**config.mk**
```make
export PLATFORM = sky130hd
export DESIGN_NAME = fwh_read_master
export DESIGN_NICKNAME = d
export VERILOG_FILES = /design/src/rtl/fwh_pkg.sv /design/src/rtl/fwh_wait_timer.sv /design/src/rtl/fwh_byte_asm.sv /design/src/rtl/fwh_read_master.sv
export SDC_FILE = /design/constraint.sdc
export NUM_CORES = 1
export LEC_CHECK = 0
export BUFFER_PORTS_ARGS = -buffer_cell sky130_fd_sc_hd__buf_2
export CAP_MARGIN = 5
export CORE_AREA = 3 3 108 110
export CTS_CLUSTER_SIZE = 8
export DETAILED_ROUTE_END_ITERATION = 8
export DIE_AREA = 0 0 111 113
export PLACE_DENSITY_LB_ADDON = 0.1
export RECOVER_POWER = 25
export SLEW_MARGIN = 5
export SYNTH_ARGS = -nofsm -noshare
export SYNTH_HDL_FRONTEND = slang
export SYNTH_SLANG_ARGS = --single-unit
```
**constraint.sdc**
```tcl
create_clock -name clk -period 5.5 [get_ports clk]
set_clock_uncertainty 0.1 [all_clocks]
set_input_delay 0.55 -clock clk [delete_from_list [all_inputs] [get_ports clk]]
set_output_delay 0.55 -clock clk [all_outputs]
set_load 0.01 [all_outputs]
```
**src/rtl/fwh_pkg.sv**
```systemverilog
package fwh_pkg;
  localparam logic [3:0] NIB_START = 4'b1101;
  localparam logic [3:0] NIB_READY = 4'b0000;
  localparam logic [3:0] NIB_IDLE  = 4'b1111;
  localparam int         HDR_LEN   = 12;

  typedef enum logic [2:0] {
    ST_IDLE, ST_HDR, ST_SYNC, ST_DLO, ST_DHI, ST_ETAR1, ST_ETAR2, ST_ABORT
  } rd_state_e;

  function automatic logic [3:0] size_code(input logic [1:0] sz);
    case (sz)
      2'b01:   return 4'b0100;
      2'b10:   return 4'b0101;
      default: return 4'b0000;
    endcase
  endfunction

  function automatic logic [5:0] byte_total(input logic [1:0] sz);
    case (sz)
      2'b01:   return 6'd16;
      2'b10:   return 6'd32;
      default: return 6'd1;
    endcase
  endfunction

  // header slot 0 start, 1 select, 2..8 address high first, 9 size, else idle code
  function automatic logic [3:0] hdr_nibble(input logic [3:0] sel, input logic [27:0] addr,
                                            input logic [1:0] sz, input logic [3:0] idx);
    int sh;
    if (idx == 4'd0) return NIB_START;
    if (idx == 4'd1) return sel;
    if (idx >= 4'd2 && idx <= 4'd8) begin
      sh = 4 * (8 - int'(idx));
      return addr[sh +: 4];
    end
    if (idx == 4'd9) return size_code(sz);
    return NIB_IDLE;
  endfunction
endpackage

```
**src/rtl/fwh_wait_timer.sv**
```systemverilog
module fwh_wait_timer #(
  parameter int LIMIT = 64
) (
  input  logic clk,
  input  logic rst_n,
  input  logic clr,
  input  logic tick,
  output logic hit
);
  localparam int CW = $clog2(LIMIT + 1);
  logic [CW-1:0] cnt;

  assign hit = tick && (cnt == CW'(LIMIT - 1));

  always_ff @(posedge clk or negedge rst_n) begin
    if (!rst_n)             cnt <= '0;
    else if (clr)           cnt <= '0;
    else if (tick && !hit)  cnt <= cnt + 1'b1;
  end

  a_r9_cnt_bounded: assert property (@(posedge clk) disable iff (!rst_n)
    cnt < CW'(LIMIT));
endmodule

```
**src/rtl/fwh_byte_asm.sv**
```systemverilog
module fwh_byte_asm (
  input  logic       clk,
  input  logic       rst_n,
  input  logic       cap_lo,
  input  logic       cap_hi,
  input  logic [3:0] nib,
  output logic       byte_valid,
  output logic [7:0] byte_data
);
  logic [3:0] lo_q;

  always_ff @(posedge clk or negedge rst_n) begin
    if (!rst_n) begin
      lo_q       <= '0;
      byte_valid <= 1'b0;
      byte_data  <= '0;
    end else begin
      byte_valid <= cap_hi;
      if (cap_lo) lo_q <= nib;
      if (cap_hi) byte_data <= {nib, lo_q};
    end
  end

  a_r6_strobe_after_hi: assert property (@(posedge clk) disable iff (!rst_n)
    byte_valid |-> $past(cap_hi));
endmodule

```
**src/rtl/fwh_read_master.sv**
```systemverilog
module fwh_read_master
  import fwh_pkg::*;
#(
  parameter int WAIT_LIMIT = 64
) (
  input  logic        clk,
  input  logic        rst_n,
  input  logic        req_valid,
  output logic        req_ready,
  input  logic [3:0]  req_sel,
  input  logic [27:0] req_addr,
  input  logic [1:0]  req_size,
  output logic        bus_frame_n,
  output logic [3:0]  bus_out,
  output logic        bus_oe,
  input  logic [3:0]  bus_in,
  output logic        byte_valid,
  output logic [7:0]  byte_data,
  output logic        done,
  output logic        err
);
  localparam logic [3:0] HDR_LAST = 4'(HDR_LEN - 1);

  rd_state_e   st;
  logic [3:0]  hdr_idx;
  logic [3:0]  sel_q;
  logic [27:0] addr_q;
  logic [1:0]  size_q;
  logic [5:0]  bytes_left;
  logic        done_q, err_q;

  // named events
  logic accept, hdr_last, rdy_seen, sync_wait, tmo_hit, byte_last;
  assign req_ready = (st == ST_IDLE);
  assign accept    = req_valid && req_ready;
  assign hdr_last  = (st == ST_HDR) && (hdr_idx == HDR_LAST);
  assign rdy_seen  = (st == ST_SYNC) && (bus_in == NIB_READY);
  assign sync_wait = (st == ST_SYNC) && !rdy_seen;
  assign byte_last = (st == ST_DHI) && (bytes_left == 6'd1);

  assign bus_frame_n = !((st == ST_HDR) && (hdr_idx == 4'd0));
  assign bus_oe      = (st == ST_IDLE) || ((st == ST_HDR) && !hdr_last);
  assign bus_out     = (st == ST_HDR) ? hdr_nibble(sel_q, addr_q, size_q, hdr_idx) : NIB_IDLE;
  assign done        = done_q;
  assign err         = err_q;

  fwh_wait_timer #(.LIMIT(WAIT_LIMIT)) u_tmr (
    .clk(clk), .rst_n(rst_n), .clr(st != ST_SYNC), .tick(sync_wait), .hit(tmo_hit)
  );

  fwh_byte_asm u_asm (
    .clk(clk), .rst_n(rst_n),
    .cap_lo(st == ST_DLO), .cap_hi(st == ST_DHI), .nib(bus_in),
    .byte_valid(byte_valid), .byte_data(byte_data)
  );

  always_ff @(posedge clk or negedge rst_n) begin
    if (!rst_n) begin
      st         <= ST_IDLE;
      hdr_idx    <= '0;
      sel_q      <= '0;
      addr_q     <= '0;
      size_q     <= '0;
      bytes_left <= '0;
      done_q     <= 1'b0;
      err_q      <= 1'b0;
    end else begin
      done_q <= 1'b0;
      err_q  <= 1'b0;
      case (st)
        ST_IDLE: if (accept) begin
          st         <= ST_HDR;
          hdr_idx    <= '0;
          sel_q      <= req_sel;
          addr_q     <= req_addr;
          size_q     <= req_size;
          bytes_left <= byte_total(req_size);
        end
        ST_HDR: begin
          hdr_idx <= hdr_idx + 1'b1;
          if (hdr_last) st <= ST_SYNC;
        end
        ST_SYNC: begin
          if (rdy_seen)     st <= ST_DLO;
          else if (tmo_hit) st <= ST_ABORT;
        end
        ST_DLO: st <= ST_DHI;
        ST_DHI: begin
          bytes_left <= bytes_left - 1'b1;
          st <= byte_last ? ST_ETAR1 : ST_SYNC;
        end
        ST_ETAR1: st <= ST_ETAR2;
        ST_ETAR2: begin
          st     <= ST_IDLE;
          done_q <= 1'b1;
        end
        ST_ABORT: begin
          st     <= ST_IDLE;
          done_q <= 1'b1;
          err_q  <= 1'b1;
        end
        default: st <= ST_IDLE;
      endcase
    end
  end

  a_r2_start_code: assert property (@(posedge clk) disable iff (!rst_n)
    !bus_frame_n |-> (bus_out == NIB_START && bus_oe));
  a_r2_start_single: assert property (@(posedge clk) disable iff (!rst_n)
    !bus_frame_n |=> bus_frame_n);
  a_r5_release_after_tar: assert property (@(posedge clk) disable iff (!rst_n)
    $fell(bus_oe) |-> $past(bus_out) == NIB_IDLE);
  a_r1_ready_idle_bus: assert property (@(posedge clk) disable iff (!rst_n)
    req_ready |-> (bus_frame_n && bus_oe && bus_out == NIB_IDLE));
  a_r9_err_with_done: assert property (@(posedge clk) disable iff (!rst_n)
    err |-> done);
  a_r8_done_single: assert property (@(posedge clk) disable iff (!rst_n)
    done |=> !done);
endmodule

```
==> results of run 1 <==
[power by group through the flow]
stage | clock network, W | logic, W | registers [W]
global placement | 0 | 0.00107 | 0.000944
detailed placement | 0 | 0.00109 | 0.000936
global route | 0.000508 | 0.00122 | 0.000965
CTS | 0.000484 | 0.00109 | 0.000929
finish | 0.000467 | 0.00107 | 0.000928
floorplan | 0 | 0.000874 | 0.000844
[how the worst max path moves through the flow]
stage / cells after the start / slack [ns] / end
2_1_floorplan: 7 / 2.75 / bus_out[1]
3_3_place_gp: 7 / 1.89 / bus_out[1]
3_5_place_dp: 7 / 1.77 / bus_out[1]
4_1_cts: 7 / 1.38 / bus_out[1]
5_1_grt: 2 / 0.93 / u_tmr.cnt[6]
6_report: 7 / 1.40 / bus_out[2]
[cells in the mapped netlist, drive strengths merged, types with 4 or more instances]
library cell | instances | area share (%)
nand2 | 132 | 14
dfrtp | 69 | 49
nor2 | 18 | 1.9
buf | 15 | 2.4
a21oi | 14 | 2.1
o21ai | 14 | 2.0
inv | 12 | 1.3
ha | 10 | 3.5
mux2 | 9 | 2.9
mux2i | 8 | 2.3
nor3 | 8 | 1.1
o31ai | 8 | 1.8
clkbuf | 7 | 0.74
nand3 | 6 | 0.85
o211ai | 4 | 0.85
[final cells by class]
class	instances	area, µm²	share of cell area (%)
flip-flops and latches	69	1730	41.7
multi-input cells	284	1660	40.1
repair buffers	61	309	7.46
well taps	140	175	4.23
clock buffers	9	124	2.99
clock inverters	7	100	2.42
inverters	12	45.0	1.09
[flip-flops by register name, indices dropped and copies added, names as in the netlist]
register	count
addr_q	28
u_asm.byte_data	8
u_tmr.cnt	7
bytes_left	6
hdr_idx	4
sel_q	4
u_asm.lo_q	4
st	3
size_q	2
done	1
err	1
u_asm.byte_valid	1
[layer usage]
metal  part of all wire, %  vias to the layer above  GRT usage (%)  routed length, µm
met4                   1.4                        0           5.09                113
met1                    53                     1296           20.2               4310
met2                    42                       55           19.5               3450
met5                     0                        -              0                  0
met3                   4.0                        8           3.42                332
li1                      -                     1411              -                  -
[worst max-delay path: cells and delay by family, from the launching register on]
family	cells	cell delay, ns
adder cells (fa/ha/maj)	1	0.36
flip-flops	1	0.74
buffers and inverters	2	0.39
XOR/XNOR	1	0.82
AO/OA/AOI/OAI	2	0.36
multiplexers	1	0.43
[cells by family after synthesis]
| logic type | share of synthesized area, % |
|---|---|
| AND/OR/NAND/NOR | 25.0 |
| flip-flops | 48.8 |
| AO/OA/AOI/OAI | 10.9 |
| buffers and inverters | 4.46 |
| multiplexers | 6.40 |
| adder cells (fa/ha/maj) | 3.54 |
| XOR/XNOR | 0.990 |
[metrics by stage]
step	power, W	utilization [%]	instance area, µm²
4_1_cts	0.00251	38.4	4150
5_1_grt	0.00270	38.4	4140
6_report	0.00247	38.4	4140
3_5_place_dp	0.00202	36.3	3920
3_3_place_gp	0.00201	36.3	3920
2_1_floorplan	0.00172	-	3540
[layout by cell type, fill, tap and decap left out, types with 9 or more instances in the layout]
| cell | synthesis | final |
|---|---|---|
| a21oi_1 | 13 | 13 |
| buf_2 | 12 | 58 |
| clkbuf_8 | 0 | 9 |
| dfrtp_1 | 69 | 69 |
| ha_1 | 10 | 10 |
| inv_1 | 11 | 11 |
| nand2_1 | 132 | 132 |
| nor2_1 | 18 | 18 |
| o21ai_0 | 12 | 12 |
==> flow_summary_export.csv, run 1 <==
group,metric,value,unit
run_status,status,"finished, violations left",
run_status,violations,"capacitance limit, slew limit",
finish,nFillCells,1101,
clock_network,path_clk_slew,0.08,ns
finish,drive_gt1_share,21.7,%
finish,antennaDiodeCount,0,
sta,fin_tns_setup,0,ns
worst_hold_path,hold_end,"addr_q[4]",
synth,synth-seq-cells,69,
critical_path,critical_path_required,4.85,ns
clock_network,cts_tree,"done",
synth,synthArstFlopShare,100,%
critical_path,critPathLaunchType,"flip-flop",
power_and_ir_drop,p_sw_share,41.6,%
critical_path,rr_startpoint,"st[2]",
power_and_ir_drop,power_density,596,mW/mm²
place,io_buffers,58,
power_and_ir_drop,seqPwrFrac,37.6,%
power_and_ir_drop,clockPowerShare,18.9,%
die,die-area,0.0125,mm²
grt,grt_pass1_vias,2708,
sta,clock.fmax,244,MHz
die,core_area,0.0108,mm²
synth,synth_ff_type,"dfrtp_1",
clock_network,cts_root_buf,"clkbuf_8",
sta,worst_pin_slew,3.73,ns
grt,overflow,0,
critical_path,worstSetupStartpoint,"hdr_idx[0]",
die,die_h,113,µm
clock_network,h-tree-depth,3,
sta,finalCriticalPeriod,4.10,ns
grt,antenna_found_initial,0,
synth,syn_inst,387,
sta,fin_ws,1.40,ns
synth,yosys.cell_types.count,56,
critical_path,reg2reg_slack,3.34,ns
clock_network,clk_path_buf_depth,2,
critical_path,crit_path_top_delay_cell,"xnor2_1",
synth,syn_nets,438,
clock_network,post-cts-setup-buffers,0,
worst_hold_path,whs_path_depth,3,
grt,grt_pass1_wl,13800,µm
worst_hold_path,hold_path.class,"in2reg",
power_and_ir_drop,ir_drop,0.182,mV
power_and_ir_drop,combPwrFrac,43.5,%
critical_path,cp-end-kind,"primary output",
place,gp_congestion,0.789,
route,routed_via_density,4.76,
power_and_ir_drop,power.leakage,2.02,nW
sta,fin_crit_sh,74.6,%
place,place_inst,566,
route,detail-route-antenna-nets,0,
grt,grtUsageTotal,13.8,%
clock_network,hold_buffers,0,
synth,synth-edff-count,0,
clock_network,cts.sink_count,69,
sta,hold_slack,0.290,ns
critical_path,slowest_delay,0.82,ns
finish,fin_cells,582,
finish,syn2layout_area_growth,17.1,%
critical_path,worstPathCellList,"inv_1 > ha_1 > xnor2_1 > mux2_2 > o311ai_1 > o22ai_1 > buf_2",
sta,hold_violations,0,
die,ioPinCount,59,
synth,yosys_warnings,0,
critical_path,reg2reg_depth,5,
clock_network,numCtsBuffers,9,
clock_network,ctsResizeCount,0,
sta,slew_violations,70,
die,initial_core_util,32.8,%
critical_path,crit_type,"reg2out",
critical_path,r2r-end,"bytes_left[2]",
route,drt_iter0_markers,114,
power_and_ir_drop,internal-power,0.00144,W
clock_network,insertion_delay,0.34,ns
run,max_cap_violations,1,
sta,setup_viol,0,
die,row_count,38,
synth,postSynthAreaPerCell,9.14,µm²
critical_path,worstPathArrival,3.45,ns
route,drt-pass1-iter-count,4,
synth,synth.cell_area,0.00354,mm²
route,drc,0,
sta,relSlewSlack,-149,%
synth,synth_seq_area_share,48.8,%
place,pre_cts_ws,1.77,ns
sta,rsz0062_at_grt,"no",
grt,grt_max_degree,70,
critical_path,crit_fanout,18,
route,routed_wl,8210,µm
finish,nets,488,
worst_hold_path,min-delay-start,"req_addr[4]",
power_and_ir_drop,net-switching-power,0.00103,W
die,fp.dieW,111,µm
place,hpwl,5520,µm
route,avgRoutedWirePerCell,14.1,µm
route,via_count,2770,
No activity file was read; power rests on OpenSTA's default activity.
==> inputs of run 2 (changes only) <==
- ABC_AREA: not set -> 1
- clock period: 5.5 -> 3.3 ns (I/O delays scaled with it)
==> run 2 against run 1 <==
Effect of this change: the flow still finishes with violations (capacitance limit, slew limit); combinational power up 79%; wire length up 1.9%; utilization up 0.32 points; non-clock buffer count unchanged; worst hold slack worse by 0.21 ns; die area unchanged; clock power up 78%; sequential power up 52%; first-iteration DRC count up 7.9%; synthesized area down 0.46%; synthesized cell count up 19%; register-to-register slack worse by 2.1 ns.
==> flow_summary_export.csv, run 2 <==
group,metric,value,unit
route,drt_iter0_markers,123,
worst_hold_path,hold_path.class,"in2reg",
power_and_ir_drop,ir_drop,0.386,mV
place,io_buffers,58,
critical_path,rr_startpoint,"st[0]",
grt,grtUsageTotal,14.5,%
synth,yosysTopAreaCell,"dfrtp_1",
die,fp.dieW,111,µm
critical_path,crit_path_top_delay_cell,"ha_2",
finish,nets,572,
synth,synth-edff-count,0,
critical_path,crit_type,"reg2out",
place,placed_area,0.00393,mm²
critical_path,reg2reg_depth,8,
power_and_ir_drop,clockPowerShare,20.0,%
die,row_count,38,
critical_path,critical_path_required,2.87,ns
die,die_h,113,µm
sta,rsz0062_at_grt,"no",
power_and_ir_drop,power_density,992,mW/mm²
clock_network,h-tree-depth,3,
power_and_ir_drop,p_sw_share,42.9,%
critical_path,crit_top_cell,"nand2_1",
critical_path,slowest_delay,0.56,ns
synth,yosysMostFrequentCell,"nand2_1",
synth,syn_inst,461,
worst_hold_path,min-delay-start,"req_sel[1]",
sta,fin_tns_setup,0,ns
sta,fin_crit_sh,89.4,%
critical_path,critPathLaunchType,"flip-flop",
sta,clock.fmax,339,MHz
die,die-area,0.0125,mm²
critical_path,worstSetupStartpoint,"hdr_idx[0]",
power_and_ir_drop,power.leakage,2.28,nW
die,ioPinCount,59,
clock_network,insertion_delay,0.35,ns
synth,postSynthAreaPerCell,7.64,µm²
finish,final_cell_area,0.00418,mm²
power_and_ir_drop,net-switching-power,0.00178,W
finish,layout_commonest_cell,"nand2_1",
clock_network,post-cts-setup-buffers,0,
synth,synth_seq_area_share,49.0,%
run,max_cap_violations,1,
critical_path,r2r-end,"addr_q[6]",
synth,synthArstFlopShare,100,%
clock_network,clk_path_buf_depth,2,
clock_network,ctsResizeCount,0,
clock_network,path_clk_slew,0.08,ns
synth,yosys-top-cells-count,"nand2_1, dfrtp_1, inv_1, nor2_1, o21ai_0",
die,core_area,0.0108,mm²
place,hpwl,6100,µm
place,gp_congestion,0.949,
finish,reg.largest.list,"addr_q x28, u_asm.byte_data x8, u_tmr.cnt x7",
grt,grt_max_degree,70,
finish,antennaDiodeCount,0,
finish,largest_reg_flops,28,
synth,synth-seq-cells,69,
synth,yosys.area.top_type_share,49.0,%
sta,hold_violations,0,
power_and_ir_drop,combPwrFrac,46.0,%
power_and_ir_drop,seqPwrFrac,34.0,%
finish,largest-register,"addr_q",
grt,grt_pass1_wl,14800,µm
finish,final_cell_mix,"nand2_1, dfrtp_1, buf_2",
power_and_ir_drop,internal-power,0.00236,W
grt,antenna_found_initial,0,
sta,setup_viol,0,
route,detail-route-antenna-nets,0,
synth,yosys_warnings,0,
sta,hold_slack,0.0763,ns
clock_network,cts_root_buf,"clkbuf_8",
critical_path,worstPathCellList,"inv_2 > ha_2 > inv_1 > nand2_1 > nand3_1 > o21ai_0 > nand2_1 > nand2_1 > nand2_1 > nand2_1 > nand2_1 > nand2_1 > buf_2",
place,place_inst,650,
worst_hold_path,whs_path_depth,3,
synth,synth_ff_type,"dfrtp_1",
worst_hold_path,hold_end,"sel_q[1]",
route,avgRoutedWirePerCell,12.6,µm
synth,yosys-top-cells-area,"dfrtp_1, nand2_1, inv_1, o21ai_0, nor2_1",
die,initial_core_util,32.6,%
critical_path,cp-end-kind,"primary output",
finish,syn2layout_area_growth,18.6,%
route,drt-pass1-iter-count,4,
route,drc,0,
route,via_count,2969,
route,routed_wl,8360,µm
sta,relSlewSlack,-14.9,%
route,routed_via_density,4.46,
grt,overflow,0,
clock_network,cts_tree,"done",
sta,finalCriticalPeriod,2.95,ns
clock_network,hold_buffers,0,
critical_path,worstPathArrival,2.52,ns
clock_network,cts.sink_count,69,
run_status,status,"finished, violations left",
finish,nFillCells,1175,
run_status,violations,"capacitance limit, slew limit",
critical_path,crit_fanout,22,
clock_network,numCtsBuffers,9,
critical_path,reg2reg_slack,1.21,ns
sta,worst_pin_slew,1.72,ns
finish,drive_gt1_share,17.7,%
finish,fin_cells,666,
synth,yosys.cell_types.count,29,
sta,slew_violations,70,
synth,syn_nets,512,
synth,synth.cell_area,0.00352,mm²
grt,grt_pass1_vias,3189,
-- run 2: kinds of logic (layout without fill, tap and decap cells) --
group / count (synthesis) / count (layout) / synth area share, %
and+or+nand+nor: 244 / 244 / 28.1
buffers and inverters: 72 / 137 / 8.56
DFF: 69 / 69 / 49.0
AOI/OAI and AO/OA: 58 / 58 / 8.77
adders and majority gates: 10 / 10 / 3.55
xor gates and xnor gates: 8 / 8 / 1.99
-- run 2: worst max-delay path: cells and delay by family, from the launching register on --
kind	cells	cell delay [ns]
adders and majority gates	1	0.56
and+or+nand+nor	8	0.53
DFF	1	0.52
buffers and inverters	3	0.49
AOI/OAI and AO/OA	1	0.08
-- run 2: cell type report --
class                      instances  area (µm²)  area share [%]
clock buffer                      13         179            4.28
clock inverter                     3        65.1            1.56
inverter                          60         225            5.39
multi-input combinational        320        1500            35.8
sequential                        69        1730            41.3
tap                              140         175            4.19
timing repair buffer              61         310            7.43
-- run 2: per-stage QoR --
stage	util, %	power, W	setup slack [ns]
after floorplan	-	0.00283	1.26
after global placement	36.4	0.00333	0.594
after detailed placement	36.4	0.00334	0.530
after CTS	38.7	0.00420	0.143
after global routing	38.7	0.00460	0.0915
final	38.7	0.00414	0.348
-- run 2: per-layer routing --
layer  up-vias  GRT usage (%)  wire length [µm]
li1       1549              -                 -
met1      1350           18.1              3840
met2        56           24.4              3980
met3        14           4.01               380
met4         0           4.93               173
met5         -              0                 0
-- run 2: worst max-delay path by stage --
| stage | to | slack, ns |
|---|---|---|
| floorplan | bus_out[3] | 1.26 |
| global placement | bus_out[3] | 0.59 |
| detailed placement | bus_out[3] | 0.53 |
| CTS | bus_out[3] | 0.14 |
| global route | bus_out[0] | 0.09 |
| finish | bus_out[3] | 0.35 |
-- run 2: power groups by stage --
stage	Clock, W	Sequential [W]	Combinational, W
after floorplan	0	0.00139	0.00144
after global placement	0	0.00143	0.00190
after detailed placement	0	0.00142	0.00193
after CTS	0.000859	0.00141	0.00193
after global routing	0.000896	0.00146	0.00225
final	0.000830	0.00141	0.00191
==> inputs of run 3 (changes only) <==
- CORE_AREA: 3 3 108 110 -> 3 3 105 107
- DIE_AREA: 0 0 111 113 -> 0 0 108 110
==> run 3 against run 2 <==
Effect of this change: the run still ends with capacitance limit, slew limit left; highest routed layer is now met5; clock power decreased by 18%; largest cell class unchanged; global-route usage increased by 0.96 points; first-iteration DRC count decreased by 17%; die area decreased by 5.3%.
==> flow_summary_export.csv, run 3 (synthesis gave the netlist of run 2 again) <==
group,metric,value,unit
grt,grt_pass1_wl,14200,µm
finish,syn2layout_area_growth,17.5,%
clock_network,cts_root_buf,"clkbuf_8",
finish,largest_reg_flops,28,
critical_path,critPathLaunchType,"flip-flop",
clock_network,h-tree-depth,3,
run_status,violations,"capacitance limit, slew limit",
critical_path,crit_path_top_delay_cell,"dfrtp_1",
route,drt_iter0_markers,102,
clock_network,numCtsBuffers,9,
die,die_h,110,µm
place,io_buffers,58,
grt,grtUsageTotal,15.5,%
clock_network,post-cts-setup-buffers,0,
grt,grt_max_degree,34,
critical_path,rr_startpoint,"st[0]",
worst_hold_path,min-delay-start,"req_sel[3]",
sta,rsz0062_at_grt,"no",
critical_path,cp-end-kind,"primary output",
finish,drive_gt1_share,16.3,%
grt,grt_pass1_vias,3016,
sta,fin_tns_setup,0,ns
sta,hold_slack,0.0728,ns
critical_path,r2r-end,"addr_q[5]",
sta,slew_violations,30,
finish,multiInputGateArea,0.00149,mm²
critical_path,crit_type,"reg2out",
die,ioPinCount,59,
sta,fin_crit_sh,87.6,%
die,die-area,0.0119,mm²
critical_path,worstPathCellList,"inv_2 > ha_1 > buf_4 > nand2_1 > inv_1 > nor2_1 > nand2_1 > nand3_1 > nand2_1 > nand2_1 > nand2_1 > nand2_1 > nand2_1 > buf_2",
finish,seq_area,0.00173,mm²
finish,nFillCells,1129,
place,gp_congestion,0.870,
critical_path,critical_path_required,2.87,ns
route,via_count,3021,
run_status,status,"finished, violations left",
worst_hold_path,hold_path.class,"in2reg",
finish,nets,575,
route,detail-route-antenna-nets,0,
sta,relSlewSlack,-8.03,%
power_and_ir_drop,ir_drop,0.342,mV
power_and_ir_drop,power.leakage,2.24,nW
die,row_count,37,
route,routed_via_density,4.54,
run,max_cap_violations,1,
grt,overflow,0,
die,core_area,0.0102,mm²
clock_network,clk_path_buf_depth,2,
critical_path,crit_fanout,14,
worst_hold_path,hold_end,"sel_q[3]",
sta,worst_pin_slew,1.62,ns
route,drt-pass1-iter-count,4,
sta,finalCriticalPeriod,2.89,ns
route,avgRoutedWirePerCell,12.6,µm
sta,setup_viol,0,
critical_path,reg2reg_depth,8,
sta,hold_violations,0,
grt,antenna_found_initial,1,
finish,final_cell_mix,"nand2_1, dfrtp_1, inv_1",
finish,antennaDiodeCount,0,
die,fp.dieW,108,µm
critical_path,slowest_delay,0.52,ns
clock_network,path_clk_slew,0.08,ns
power_and_ir_drop,power_density,962,mW/mm²
sta,clock.fmax,346,MHz
clock_network,insertion_delay,0.34,ns
critical_path,reg2reg_slack,1.20,ns
die,initial_core_util,34.4,%
clock_network,cts.sink_count,69,
route,drc,0,
finish,reg.largest.list,"addr_q x28, u_asm.byte_data x8, u_tmr.cnt x7",
clock_network,hold_buffers,1,
clock_network,ctsResizeCount,0,
critical_path,crit_top_cell,"nand2_1",
route,routed_wl,8380,µm
place,hpwl,6220,µm
finish,layout_commonest_cell,"nand2_1",
clock_network,cts_tree,"done",
worst_hold_path,whs_path_depth,3,
finish,largest-register,"addr_q",
critical_path,worstPathArrival,2.46,ns
## run 3: where the power goes
| group | leakage, nW | total [W] | switching, W | internal, W |
|---|---|---|---|---|
| clock | 0.0990 | 0.000677 | 0.000340 | 0.000337 |
| combinational | 1.26 | 0.00189 | 0.00123 | 0.000662 |
| sequential | 0.876 | 0.00141 | 0.000216 | 0.00120 |
| total | 2.24 | 0.00398 | 0.00179 | 0.00220 |
## run 3: worst max path at each step
stage / start / endpoint / slack, ns / cells past startpoint
finish: hdr_idx[0] / bus_out[1] / 0.41 / 14
global route: hdr_idx[0] / bus_out[1] / 0.14 / 14
CTS: hdr_idx[0] / bus_out[1] / 0.40 / 14
detailed placement: hdr_idx[0] / bus_out[1] / 0.79 / 14
global placement: hdr_idx[0] / bus_out[1] / 0.83 / 14
floorplan: hdr_idx[0] / bus_out[3] / 1.26 / 11
## run 3: layout make-up
type / instances / area share (%)
inverter: 60 / 5.44
timing repair buffer: 64 / 7.89
sequential: 69 / 41.7
multi-input combinational: 320 / 36.1
tap: 136 / 4.11
clock inverter: 4 / 0.726
clock buffer: 12 / 3.99
## run 3: metal layers
layer	global-route usage [%]	wire, µm	vias to the layer above
met5	0	7	-
met4	4.06	112	2
met3	5.24	364	11
met2	26.2	4090	53
met1	18.9	3810	1402
li1	-	-	1553
## run 3: critical path, delay by kind of cell (launching register included)
family,cells,cell delay [ns]
buffers and inverters,4,0.55
DFF,1,0.52
and+or+nand+nor,9,0.64
adders and majority gates,1,0.42
## run 3: through the flow
stage | instances | cell area [µm²] | setup slack, ns | total power, W | util (%)
finish | 665 | 4140 | 0.408 | 0.00398 | 40.4
global route | 665 | 4140 | 0.140 | 0.00445 | 40.4
CTS | 665 | 4150 | 0.402 | 0.00406 | 40.6
detailed placement | 648 | 3940 | 0.785 | 0.00336 | 38.5
global placement | 648 | 3940 | 0.832 | 0.00333 | 38.5
floorplan | 461 | 3520 | 1.26 | 0.00283 | -
